## config.mk

```make
export PLATFORM = sky130hd
export DESIGN_NAME = rptr_fc_guard
export DESIGN_NICKNAME = d
export VERILOG_FILES = /design/src/rtl/rptr_fc_guard_pkg.sv /design/src/rtl/rfg_bt_window.sv /design/src/rtl/rfg_link_guard.sv /design/src/rtl/rfg_stats.sv /design/src/rtl/rptr_fc_guard.sv
export SDC_FILE = /design/constraint.sdc
export NUM_CORES = 1
export LEC_CHECK = 0
export BUFFER_PORTS_ARGS = -buffer_cell sky130_fd_sc_hd__clkbuf_2
export CORE_ASPECT_RATIO = 1.75
export CORE_MARGIN = 2
export CORE_UTILIZATION = 40
export DETAILED_ROUTE_END_ITERATION = 7
export GPL_ROUTABILITY_DRIVEN = 0
export PLACE_DENSITY = 0.69
export SYNTH_ARGS = -nofsm -noshare
export SYNTH_HDL_FRONTEND = slang
export SYNTH_SLANG_ARGS = --single-unit
```

## constraint.sdc

```tcl
create_clock -name clk_i -period 3.3 [get_ports clk_i]
set_input_delay 0.33 -clock clk_i [delete_from_list [all_inputs] [get_ports clk_i]]
set_output_delay 0.33 -clock clk_i [all_outputs]
set_load 0.02 [all_outputs]
```

## src/rtl/rptr_fc_guard_pkg.sv

```systemverilog
package rptr_fc_guard_pkg;
  localparam int unsigned DEF_LONG_BT = 484;
  localparam int unsigned DEF_GOOD_BT = 480;
  localparam int unsigned DEF_IDLE_BT = 25000;
  localparam int unsigned DEF_CNT_W   = 8;

  typedef enum logic [1:0] {
    WIN_LONG = 2'd0,
    WIN_GOOD = 2'd1,
    WIN_IDLE = 2'd2
  } win_e;
endpackage

```

## src/rtl/rfg_bt_window.sv

```systemverilog
module rfg_bt_window #(
  parameter int unsigned LIMIT = 480
) (
  input  logic clk_i,
  input  logic rst_ni,
  input  logic run_i,
  input  logic tick_i,
  output logic hit_o
);
  localparam int unsigned CW = $clog2(LIMIT + 1);
  logic [CW-1:0] count_q;

  // pulse on the tick that completes LIMIT bit times
  assign hit_o = run_i && tick_i && (count_q == CW'(LIMIT - 1));

  always_ff @(posedge clk_i or negedge rst_ni) begin
    if (!rst_ni)                                    count_q <= '0;
    else if (!run_i)                                count_q <= '0;
    else if (tick_i && (count_q != CW'(LIMIT)))     count_q <= count_q + 1'b1;
  end
endmodule

```

## src/rtl/rfg_link_guard.sv

```systemverilog
module rfg_link_guard (
  input  logic clk_i,
  input  logic rst_ni,
  input  logic active_i,
  input  logic carrier_i,
  input  logic fc_i,
  input  logic good_frame_i,
  input  logic long_hit_i,
  input  logic good_hit_i,
  input  logic idle_hit_i,
  output logic pass_o,
  output logic disc_evt_o
);
  logic disc_q, armed_q, fc_act_q;
  logic fc_now, disc_set, recon;

  assign fc_now     = fc_i | fc_act_q;
  assign disc_set   = active_i & ~disc_q & ((fc_i & armed_q) | (long_hit_i & fc_now));
  assign recon      = disc_q & ((good_hit_i & ~fc_now) | idle_hit_i);
  assign disc_evt_o = disc_set;
  assign pass_o     = ~disc_q;

  always_ff @(posedge clk_i or negedge rst_ni) begin
    if (!rst_ni)         fc_act_q <= 1'b0;
    else if (!carrier_i) fc_act_q <= 1'b0;
    else if (fc_i)       fc_act_q <= 1'b1;
  end

  always_ff @(posedge clk_i or negedge rst_ni) begin
    if (!rst_ni) begin
      disc_q  <= 1'b0;
      armed_q <= 1'b0;
    end else if (!active_i) begin
      disc_q  <= 1'b0;
      armed_q <= 1'b0;
    end else if (disc_set) begin
      disc_q  <= 1'b1;
      armed_q <= 1'b0;
    end else if (recon) begin
      disc_q  <= 1'b0;
      armed_q <= 1'b0;
    end else if (!disc_q) begin
      if (fc_i)              armed_q <= 1'b1;
      else if (good_frame_i) armed_q <= 1'b0;
    end
  end
endmodule

```

## src/rtl/rfg_stats.sv

```systemverilog
module rfg_stats #(
  parameter int unsigned CNT_W = 8
) (
  input  logic             clk_i,
  input  logic             rst_ni,
  input  logic             fc_i,
  input  logic             disc_evt_i,
  input  logic             rd_i,
  output logic [CNT_W-1:0] cnt_o,
  output logic             flag_o
);
  localparam logic [CNT_W-1:0] CNT_MAX = '1;
  logic [CNT_W-1:0] cnt_q, cnt_base, cnt_d;
  logic             flag_q;

  // clear-on-read first, then record the coincident event
  assign cnt_base = rd_i ? '0 : cnt_q;
  assign cnt_d    = (fc_i && cnt_base != CNT_MAX) ? cnt_base + 1'b1 : cnt_base;

  always_ff @(posedge clk_i or negedge rst_ni) begin
    if (!rst_ni) begin
      cnt_q  <= '0;
      flag_q <= 1'b0;
    end else begin
      cnt_q  <= cnt_d;
      flag_q <= (flag_q & ~rd_i) | disc_evt_i;
    end
  end

  assign cnt_o  = cnt_q;
  assign flag_o = flag_q;
endmodule

```

## src/rtl/rptr_fc_guard.sv

```systemverilog
module rptr_fc_guard
  import rptr_fc_guard_pkg::*;
#(
  parameter int unsigned LONG_BT = DEF_LONG_BT,
  parameter int unsigned GOOD_BT = DEF_GOOD_BT,
  parameter int unsigned IDLE_BT = DEF_IDLE_BT,
  parameter int unsigned CNT_W   = DEF_CNT_W
) (
  input  logic             clk_i,
  input  logic             rst_ni,
  input  logic             rptr_mode_i,
  input  logic             disc_en_i,
  input  logic             bt_tick_i,
  input  logic             carrier_i,
  input  logic             fc_i,
  input  logic             good_frame_i,
  input  logic             idle_i,
  input  logic             rd_i,
  output logic [CNT_W-1:0] rd_fc_cnt_o,
  output logic             rd_disc_o,
  output logic             rx_pass_o
);
  localparam int unsigned NWIN = 3;
  logic [NWIN-1:0] hit;
  logic            active, disc_evt;

  assign active = rptr_mode_i & disc_en_i;

  for (genvar g = 0; g < NWIN; g++) begin : g_win
    localparam int unsigned LIM = (g == int'(WIN_LONG)) ? LONG_BT :
                                  (g == int'(WIN_GOOD)) ? GOOD_BT : IDLE_BT;
    logic run;
    assign run = (g == int'(WIN_IDLE)) ? idle_i : carrier_i;
    rfg_bt_window #(.LIMIT(LIM)) u_win (
      .clk_i  (clk_i),
      .rst_ni (rst_ni),
      .run_i  (run),
      .tick_i (bt_tick_i),
      .hit_o  (hit[g])
    );
  end

  rfg_link_guard u_guard (
    .clk_i        (clk_i),
    .rst_ni       (rst_ni),
    .active_i     (active),
    .carrier_i    (carrier_i),
    .fc_i         (fc_i),
    .good_frame_i (good_frame_i),
    .long_hit_i   (hit[WIN_LONG]),
    .good_hit_i   (hit[WIN_GOOD]),
    .idle_hit_i   (hit[WIN_IDLE]),
    .pass_o       (rx_pass_o),
    .disc_evt_o   (disc_evt)
  );

  rfg_stats #(.CNT_W(CNT_W)) u_stats (
    .clk_i      (clk_i),
    .rst_ni     (rst_ni),
    .fc_i       (fc_i),
    .disc_evt_i (disc_evt),
    .rd_i       (rd_i),
    .cnt_o      (rd_fc_cnt_o),
    .flag_o     (rd_disc_o)
  );
endmodule

```

==> results.cfg, run 1 <==
[status]
outcome = finished clean

[floorplan]
row_count = 38
die-area_mm2 = 0.006923
start_util_pct = 40.76
coreArea_mm2 = 0.006133
die_x_um = 63.76
io_pins = 20
fp.dieH_um = 108.6

[layout]
areaGrowthSynthToFinish_pct = 9.259
design_area_mm2 = 0.002731
stdcell_count = 351
nets = 287
drive_above_1_share_pct = 13.28
antenna_cells = 0

[timing]
setup_viol_count_final = 0
fin_hold_ws_ns = 0.02164
hold_viol = 0
maxSlewHeadroom_pct = 59.51
worstMarginPinSlew_ns = 0.6073
period_minus_slack_ns = 1.905
tns_ns = 0
timing.fmax_ghz = 0.5249
rsz0062_at_grt = false
fin_crit_sh_pct = 57.73
slew_viol_final = 0
final.setup_skew_ns = 0.007715
setup_ws_ns = 1.395

[setup_path]
cpPeakStageDelay_ns = 0.38
cp-start-kind = flip-flop
worst-setup-path-type = flip-flop to flip-flop
cp_max_fo = 5
arrival_ns = 2.10
crit_path_end_kind = flip-flop
crit_buf_inv = 0
critical_path.top_delay_family = simple AND/OR/NAND/NOR gates
cp_cell_sequence = nor2b_1, ha_1, nand4_1, or2_2, nand2_1, mux2_2
crit_slowest_cell = dfrtp_1
cp.required_ns = 3.49

[placed_design]
dp_hpwl_um = 3477
place_inst = 343
port_buffers = 19
pre_cts_slack_ns = 1.248
place_area_mm2 = 0.002641

[logic_synthesis]
seq_area_frac_synth_pct = 45.05
post-synth-top-count-cell = dfrtp_1
syn_nets = 270
synthDistinctLibCells = 50
avgSynthCellArea_um2 = 9.881
syn_area_mm2 = 0.002500
synthTopCellsByArea = dfrtp_1 45%, xnor2_1 5.3%, nand4_1 4.0%
yosysWarnings = 0
synth_top_area_share_pct = 45.05
yosysTopAreaCell = dfrtp_1
synth-edff-count = 0
synth-seq-cells = 45
syn_inst = 253
synth_ff_type = dfrtp_1
synth.cells.most_frequent = 45 x dfrtp_1, 22 x nand2_1, 16 x nand4_1
ys_async_sr_fraction_pct = 100.0

[cts]
clkLatencyLatePin_ns = 0.30
cts_resized = 0
cts_hold_buf = 0
cts_tree = built
cts.path.max_buffers = 2
cts_made_buffers = 5
root_buffer = clkbuf_8
postCtsSetupRepairBufs = 0
cts.clk_slew.worst_paths_ns = 0.08
cts_num_sinks = 45
htree_levels = 2

[grt]
grt_pass1_vias = 1944
grt_max_degree = 25
grtUsageTotal_pct = 15.36
grt_pass1_wl_um = 8480
antenna_found_initial = 0
overflow = 0

[routing]
drc = 0
drt_iter0_markers = 71
wl_met1_um = 1974
drt-total-wl_um = 4815
highest_layer = met4
wl_met2_um = 2609
vias_per_cell = 5.419
wl_met3_um = 124
wl_per_cell_um = 13.72
ant_nets = 0
first_pass_iters = 7
vias = 1902

[hold_path]
worstHoldPathType = input port to asynchronous set/reset pin

[power_and_ir_drop]
p_leak_nw = 1.169
power_density_mw_per_mm2 = 374.9
vdd_ir_drop_max_v = 0.0001748

[flow_run]
maxCapViolCount = 0
## flip-flops by register name, indices dropped and copies added, names as in the netlist
name                 count
g_win.u_win.count_q     33
u_guard.armed_q          1
u_guard.disc_q           1
u_guard.fc_act_q         1
u_stats.cnt_o            8
u_stats.flag_o           1
## power breakdown
group | total (mW) | internal [mW] | switching (mW)
Combinational | 0.0925 | 0.0358 | 0.0567
Clock | 0.351 | 0.150 | 0.201
Sequential | 0.580 | 0.564 | 0.0162
Total | 1.02 | 0.750 | 0.274
## worst reg2reg max path, cell delays in order (launching register included)
cell and delay, ns:
dfrtp_1 0.38, nor2b_1 0.22, ha_1 0.22, nand4_1 0.17, or2_2 0.35, nand2_1 0.11, mux2_2 0.34
## logic make-up (layout without fill, tap and decap cells)
family                   after synthesis  count (layout)  share of synthesized area, %
AO/OA/AOI/OAI                         29              29                         8.309
XOR/XNOR                              24              24                         8.409
adder cells (fa/ha/maj)                7               7                         3.503
buffers and inverters                 22              40                         4.254
flip-flops                            45              45                         45.05
multiplexers                           7               7                         2.903
AND/OR/NAND/NOR                      119             119                         27.58
## final timing paths
path,slack [ns],endpoint,cells after the start,startpoint
worst max-delay path,1.39,u_stats.cnt_o[1],6,u_stats.cnt_o[0]
worst min-delay path,0.02,u_stats.cnt_o[7],1,rst_ni
worst max register to register,1.39,u_stats.cnt_o[1],6,u_stats.cnt_o[0]
worst min register to register,0.54,u_guard.fc_act_q,1,u_guard.fc_act_q
max in group asynchronous,2.56,g_win[2].u_win.count_q[14],2,rst_ni
min in group clk_i,0.33,u_guard.armed_q,3,rptr_mode_i
## through the flow
| stage | total power, mW | util [%] |
|---|---|---|
| 3_3_place_gp | 0.6828 | 43.06 |
| 3_5_place_dp | 0.6860 | 43.06 |
| 2_1_floorplan | 0.6519 | - |
| 6_report | 1.024 | 44.53 |
| 5_1_grt | 1.071 | 44.53 |
| 4_1_cts | 1.040 | 44.53 |
## metal layers
metal	vias up	track usage [%]
li1	925	-
met1	935	15.52
met2	33	29.40
met3	9	2.601
met4	0	8.075
met5	-	0
## cell usage in the layout (no fill, tap or decap), drive strengths merged, types with 7 or more instances in the layout
| master | instances |
|---|---|
| dfrtp | 45 |
| clkbuf | 24 |
| nand2 | 22 |
| nand4 | 16 |
| nor2 | 15 |
| xnor2 | 15 |
| and2 | 13 |
| inv | 13 |
| nand3 | 12 |
| xor2 | 9 |
| o21ai | 9 |
| nor2b | 8 |
| ha | 7 |
## cell type report
cell class / instances / area [µm²]
fill: 588 / 3402
tap: 80 / 100.1
multi-input combinational: 186 / 1267
timing repair buffer: 20 / 102.6
clock inverter: 3 / 21.27
inverter: 12 / 45.04
sequential: 45 / 1126
clock buffer: 5 / 68.82
Note: power is estimated with default switching activity, not from simulation.
==> run 2, diff against run 1 <==
Settings changed: ABC_AREA set to 1.
Clock period 3.3 ns to 1.9 ns, I/O delays scaled along.
==> run 2 against run 1 <==
Against the previous run: die area grew 4.4%; via count grew 21%; register-to-register slack got worse by 1.2 ns; synthesized cell count rose by 38%; hold slack improved by 0.24 ns; sequential power rose by 71%; clock skew is 0.0039 ns lower; combinational power rose by 76%; setup slack got worse by 1.2 ns; flip-flop and latch count unchanged; maximum frequency increased by 13%.
==> results.cfg, run 2 <==
[logic_synthesis]
post-synth-top-count-cell = nand2_1
synthTopCellsByArea = dfrtp_1 43%, nand2_1 11%, inv_1 7.5%
yosysTopAreaCell = dfrtp_1
synth-seq-cells = 45
synth_ff_type = dfrtp_1
synth_top_area_share_pct = 43.06
avgSynthCellArea_um2 = 7.471
yosysWarnings = 0
ys_async_sr_fraction_pct = 100.0
synth.cells.most_frequent = 77 x nand2_1, 52 x inv_1, 45 x dfrtp_1, 45 x nor2_1, 32 x nand3_1
synth-edff-count = 0
seq_area_frac_synth_pct = 43.06
syn_nets = 367
syn_inst = 350
synthDistinctLibCells = 29
syn_area_mm2 = 0.002615

[layout]
n_fill_cell = 668
mostFrequentLayoutCell = nand2_1
areaGrowthSynthToFinish_pct = 14.59
drive_above_1_share_pct = 11.73
regArea_mm2 = 0.001126
nets = 391
largest_register_ffs = 33
layout_common_cells = 77 x nand2_1, 52 x inv_1, 45 x dfrtp_1
antenna_cells = 0
multi_input_area_mm2 = 0.001265
regMostFlops = g_win.u_win.count_q
stdcell_count = 457

[cts]
htree_levels = 2
cts.path.max_buffers = 2
postCtsSetupRepairBufs = 0
cts_tree = built
cts.clk_slew.worst_paths_ns = 0.06
cts_num_sinks = 45
root_buffer = clkbuf_16
clkLatencyLatePin_ns = 0.29
cts_made_buffers = 5

[setup_path]
worst-setup-path-type = flip-flop to flip-flop
r2r_setup_slack_ns = 0.22
r2r-end = u_stats.cnt_o[4]
reg2reg_depth = 9
critical_path.top_delay_family = simple AND/OR/NAND/NOR gates
crit_path_end_kind = flip-flop
cpPeakStageDelay_ns = 0.34
arrival_ns = 1.86
cp.required_ns = 2.08
cp_cell_sequence = inv_1, nor2_1, ha_1, nand3_2, nor3_2, nand3_2, nand2_4, nor2_2, xnor2_1
crit_slowest_cell = dfrtp_1
crit_path_frequent_cell = nand3_2
cp_max_fo = 7
rr_startpoint = u_stats.cnt_o[1]
cp-start-kind = flip-flop
crit_buf_inv = 1

[timing]
period_minus_slack_ns = 1.681
slew_viol_final = 0
final.setup_skew_ns = 0.003858
hold_viol = 0
rsz0062_at_grt = false
tns_ns = 0
setup_viol_count_final = 0
maxSlewHeadroom_pct = 53.61
fin_crit_sh_pct = 88.49
timing.fmax_ghz = 0.5948
worstMarginPinSlew_ns = 0.6959

[floorplan]
die-area_mm2 = 0.007226
die_x_um = 65.12
coreArea_mm2 = 0.006441
io_pins = 20
row_count = 39
start_util_pct = 40.60
fp.dieH_um = 111.0

[routing]
first_pass_iters = 4
drt_iter0_markers = 141
vias_per_cell = 5.015
drt-total-wl_um = 5722
wl_per_cell_um = 12.52
drc = 0
vias = 2292
ant_nets = 0

[grt]
antenna_found_initial = 0
grt_pass1_wl_um = 10110
overflow = 0
grt_max_degree = 26
grt_pass1_vias = 2375
grtUsageTotal_pct = 17.74

[status]
outcome = finished clean

[power_and_ir_drop]
power_mw = 2.198
vdd_ir_drop_max_v = 0.0004073
power_density_mw_per_mm2 = 733.5
p_leak_nw = 1.377

[flow_run]
maxCapViolCount = 0

[hold_path]
worstHoldPathType = input port to flip-flop
whs_endpoint = u_guard.armed_q
hp-start = good_frame_i
min_path_cells = 6

[placed_design]
port_buffers = 19
place_inst = 448
dp_hpwl_um = 4268
run 2: changes by cell type after synthesis, moves of 10 or more:
| cell | change |
|---|---|
| a21oi_1 | +10 |
| and2_1 | -13 |
| inv_1 | +40 |
| nand2_1 | +55 |
| nand3_1 | +20 |
| nor2_1 | +30 |
run 2: metrics by stage:
step	area [µm²]	util [%]	hold WS, ns	setup slack [ns]
2_1_floorplan	2615	-	-0.1056	0.2167
5_1_grt	2997	46.52	0.2948	0.05132
4_1_cts	2994	46.48	0.2571	0.1498
3_3_place_gp	2808	43.59	0.2480	0.2660
6_report	2997	46.52	0.2614	0.2187
3_5_place_dp	2808	43.59	0.2596	0.1654
run 2: cells by family (layout without fill, tap and decap cells):
family | after synthesis | after routing | synth area share, %
and+or+nand+nor | 193 | 193 | 34.12
buffers and inverters | 59 | 84 | 8.660
DFF | 45 | 45 | 43.06
AOI/OAI and AO/OA | 34 | 34 | 6.794
xor gates and xnor gates | 12 | 12 | 4.019
adders and majority gates | 7 | 7 | 3.349
run 2: where the power goes:
group	leakage (nW)	internal (mW)	switching [mW]
registers	0.619	0.979	0.0148
logic	0.675	0.0481	0.114
clock network	0.0831	0.657	0.385
total	1.38	1.68	0.514
run 2: layout make-up:
class / count / share of cell area [%]
Inverter: 53 / 6.639
Clock inverter: 2 / 1.253
Tap cell: 82 / 3.424
Clock buffer: 6 / 4.635
Timing Repair Buffer: 23 / 4.259
Sequential cell: 45 / 37.58
Multi-Input combinational cell: 246 / 42.21
run 2: what timing repair did:
item | in CTS | in global routing
hold buffers | 1 | 0
hold endpoints to repair | 23 | 0
gates resized for setup | 0 | 1
setup endpoints to repair | 0 | 1
run 2: worst max path at each step:
| stage | startpoint | to | slack [ns] | depth (start not counted) |
|---|---|---|---|---|
| 2_1_floorplan | u_stats.cnt_o[0] | u_stats.cnt_o[4] | 0.22 | 9 |
| 3_3_place_gp | g_win[1].u_win.count_q[0] | g_win[1].u_win.count_q[3] | 0.27 | 8 |
| 3_5_place_dp | u_stats.cnt_o[0] | u_stats.cnt_o[4] | 0.17 | 9 |
| 4_1_cts | u_stats.cnt_o[0] | u_stats.cnt_o[4] | 0.15 | 9 |
| 5_1_grt | u_stats.cnt_o[1] | u_stats.cnt_o[4] | 0.05 | 9 |
| 6_report | u_stats.cnt_o[1] | u_stats.cnt_o[4] | 0.22 | 9 |
run 2: routing by layer:
metal	global-route usage (%)	vias up	share of wire [%]
met4	8.194	0	2.7
met2	32.16	43	54
met1	18.75	1063	40
met5	0	-	0
met3	4.162	12	3.8
li1	-	1174	-
run 2: worst reg2reg max path: stages (launching register included):
cell,delay (ns)
dfrtp_1,0.34
inv_1,0.05
nor2_1,0.17
ha_1,0.22
nand3_2,0.11
nor3_2,0.18
nand3_2,0.20
nand2_4,0.14
nor2_2,0.04
xnor2_1,0.11
==> run 3, diff against run 2 <==
Settings changed: CTS_BUF_LIST set to sky130_fd_sc_hd__clkbuf_16.
Clock period 1.9 ns to 2.1 ns, I/O delays scaled along.
==> run 3 against run 2 <==
Against the previous run: cell count is 0.44% lower; flip-flop and latch count stayed put; combinational power down 11%; non-clock buffer count down 2; core utilization down 0.58 points; critical path depth down 1; register-to-register slack improved by 0.05 ns; largest power group is now sequential cells; hold slack better by 0.022 ns; setup slack improved by 0.048 ns.
==> results.cfg, run 3 (same netlist as run 2, synthesis figures left out) <==
[cts]
cts_made_buffers = 5
cts.path.max_buffers = 2
postCtsSetupRepairBufs = 0
htree_levels = 2
clkLatencyLatePin_ns = 0.29
cts_tree = built
root_buffer = clkbuf_16
cts_num_sinks = 45
cts.clk_slew.worst_paths_ns = 0.06
cts_resized = 0

[layout]
areaGrowthSynthToFinish_pct = 13.16
layout_common_cells = 77 x nand2_1, 53 x inv_1, 45 x nor2_1, 45 x dfrtp_1, 32 x nand3_1
mostFrequentLayoutCell = nand2_1
n_fill_cell = 653
drive_above_1_share_pct = 10.72
antenna_cells = 0
largest_register_ffs = 33
design_area_mm2 = 0.002959
stdcell_count = 455
nets = 389
regMostFlops = g_win.u_win.count_q

[routing]
ant_nets = 0
drt-total-wl_um = 5511
vias = 2294
first_pass_iters = 4
drc = 0
vias_per_cell = 5.042
wl_per_cell_um = 12.11
drt_iter0_markers = 135

[timing]
slew_viol_final = 0
maxSlewHeadroom_pct = 56.94
fin_hold_ws_ns = 0.2833
period_minus_slack_ns = 1.833
rsz0062_at_grt = false
hold_viol = 0
timing.fmax_ghz = 0.5455
tns_ns = 0
setup_viol_count_final = 0
final.setup_skew_ns = 0.004648
fin_crit_sh_pct = 87.30
setup_ws_ns = 0.2667
worstMarginPinSlew_ns = 0.6435

[setup_path]
r2r-end = g_win[1].u_win.count_q[3]
r2r_setup_slack_ns = 0.27
cp_cell_sequence = inv_1, ha_1, nand4_1, nor4_1, nor2_1, nor2_1, inv_1, o21ai_0
worst-setup-path-type = flip-flop to flip-flop
reg2reg_depth = 8
arrival_ns = 2.00
crit_slowest_cell = nor2_1
rr_startpoint = g_win[1].u_win.count_q[0]
cp_max_fo = 11
crit_path_end_kind = flip-flop
crit_buf_inv = 2
critical_path.top_delay_family = simple AND/OR/NAND/NOR gates
cp-start-kind = flip-flop
cpPeakStageDelay_ns = 0.50
cp.required_ns = 2.26

[grt]
grt_pass1_vias = 2366
antenna_found_initial = 0
overflow = 0
grt_max_degree = 46
grtUsageTotal_pct = 17.66
grt_pass1_wl_um = 10170

[hold_path]
hp-start = good_frame_i
whs_endpoint = u_guard.armed_q
min_path_cells = 6
worstHoldPathType = input port to flip-flop

[placed_design]
pre_cts_slack_ns = 0.2768
place_inst = 446
port_buffers = 19
place_area_mm2 = 0.002805
dp_hpwl_um = 4189

[floorplan]
die_x_um = 65.12
die-area_mm2 = 0.007226
coreArea_mm2 = 0.006441
io_pins = 20
start_util_pct = 40.60
fp.dieH_um = 111.0
row_count = 39

[flow_run]
maxCapViolCount = 0

[power_and_ir_drop]
power_density_mw_per_mm2 = 613.8
vdd_ir_drop_max_v = 0.0005669
p_leak_nw = 1.356

[status]
outcome = finished clean
run 3: cell count changes in the layout (fill, tap and decap cells not counted):
cell        delta
nor2_2         -1
bufinv_16      -1
clkinvlp_4     +1
inv_1          +1
buf_4          -3
buf_12         +1
clkbuf_8       -1
nor2_1         +1
run 3: worst min-delay path, stage by stage:
cell      delay, ns
clkbuf_2       0.08
nor2_1         0.03
nand4_1        0.07
nand2_1        0.05
nand2_1        0.05
nand2_1        0.04
run 3: final cells by class:
class	instances	area [µm²]	share of cell area (%)
Multi-Input combinational cell	246	1262	42.66
Sequential cell	45	1126	38.05
Inverter	53	198.9	6.723
Clock buffer	5	125.1	4.228
Timing Repair Buffer	21	125.1	4.228
Tap cell	82	102.6	3.467
Clock inverter	3	18.77	0.6342
run 3: worst max path at each step:
stage | slack [ns] | cells past startpoint | end | from
2_1_floorplan | 0.42 | 9 | u_stats.cnt_o[4] | u_stats.cnt_o[0]
3_3_place_gp | 0.38 | 9 | u_stats.cnt_o[4] | rd_i
3_5_place_dp | 0.28 | 8 | g_win[1].u_win.count_q[3] | g_win[1].u_win.count_q[0]
4_1_cts | 0.27 | 8 | g_win[1].u_win.count_q[3] | g_win[1].u_win.count_q[0]
5_1_grt | 0.07 | 8 | g_win[1].u_win.count_q[0] | g_win[1].u_win.count_q[0]
6_report | 0.27 | 8 | g_win[1].u_win.count_q[3] | g_win[1].u_win.count_q[0]
run 3: where the power goes:
part	internal (mW)	switching (mW)
registers	0.886	0.0136
logic	0.0439	0.101
clock network	0.437	0.335
total	1.37	0.450
run 3: stage by stage:
stage | total power, mW | utilization (%)
CTS | 1.840 | 45.94
finish | 1.816 | 45.94
detailed placement | 1.062 | 43.55
floorplan | 1.001 | -
global route | 1.907 | 45.94
global placement | 1.056 | 43.55
run 3: what timing repair did:
item,in CTS,in global routing
hold endpoints to repair,45,0
hold buffers,1,0
endpoints found under the setup margin,0,0
run 3: per-layer routing:
layer  share of wire (%)  global-route usage (%)  up-vias
met5                   0                       0        -
met4                 2.7                   9.167        0
met3                 3.1                   3.756       15
met2                  56                   31.55       37
met1                  38                   18.89     1070
li1                    -                       -     1172
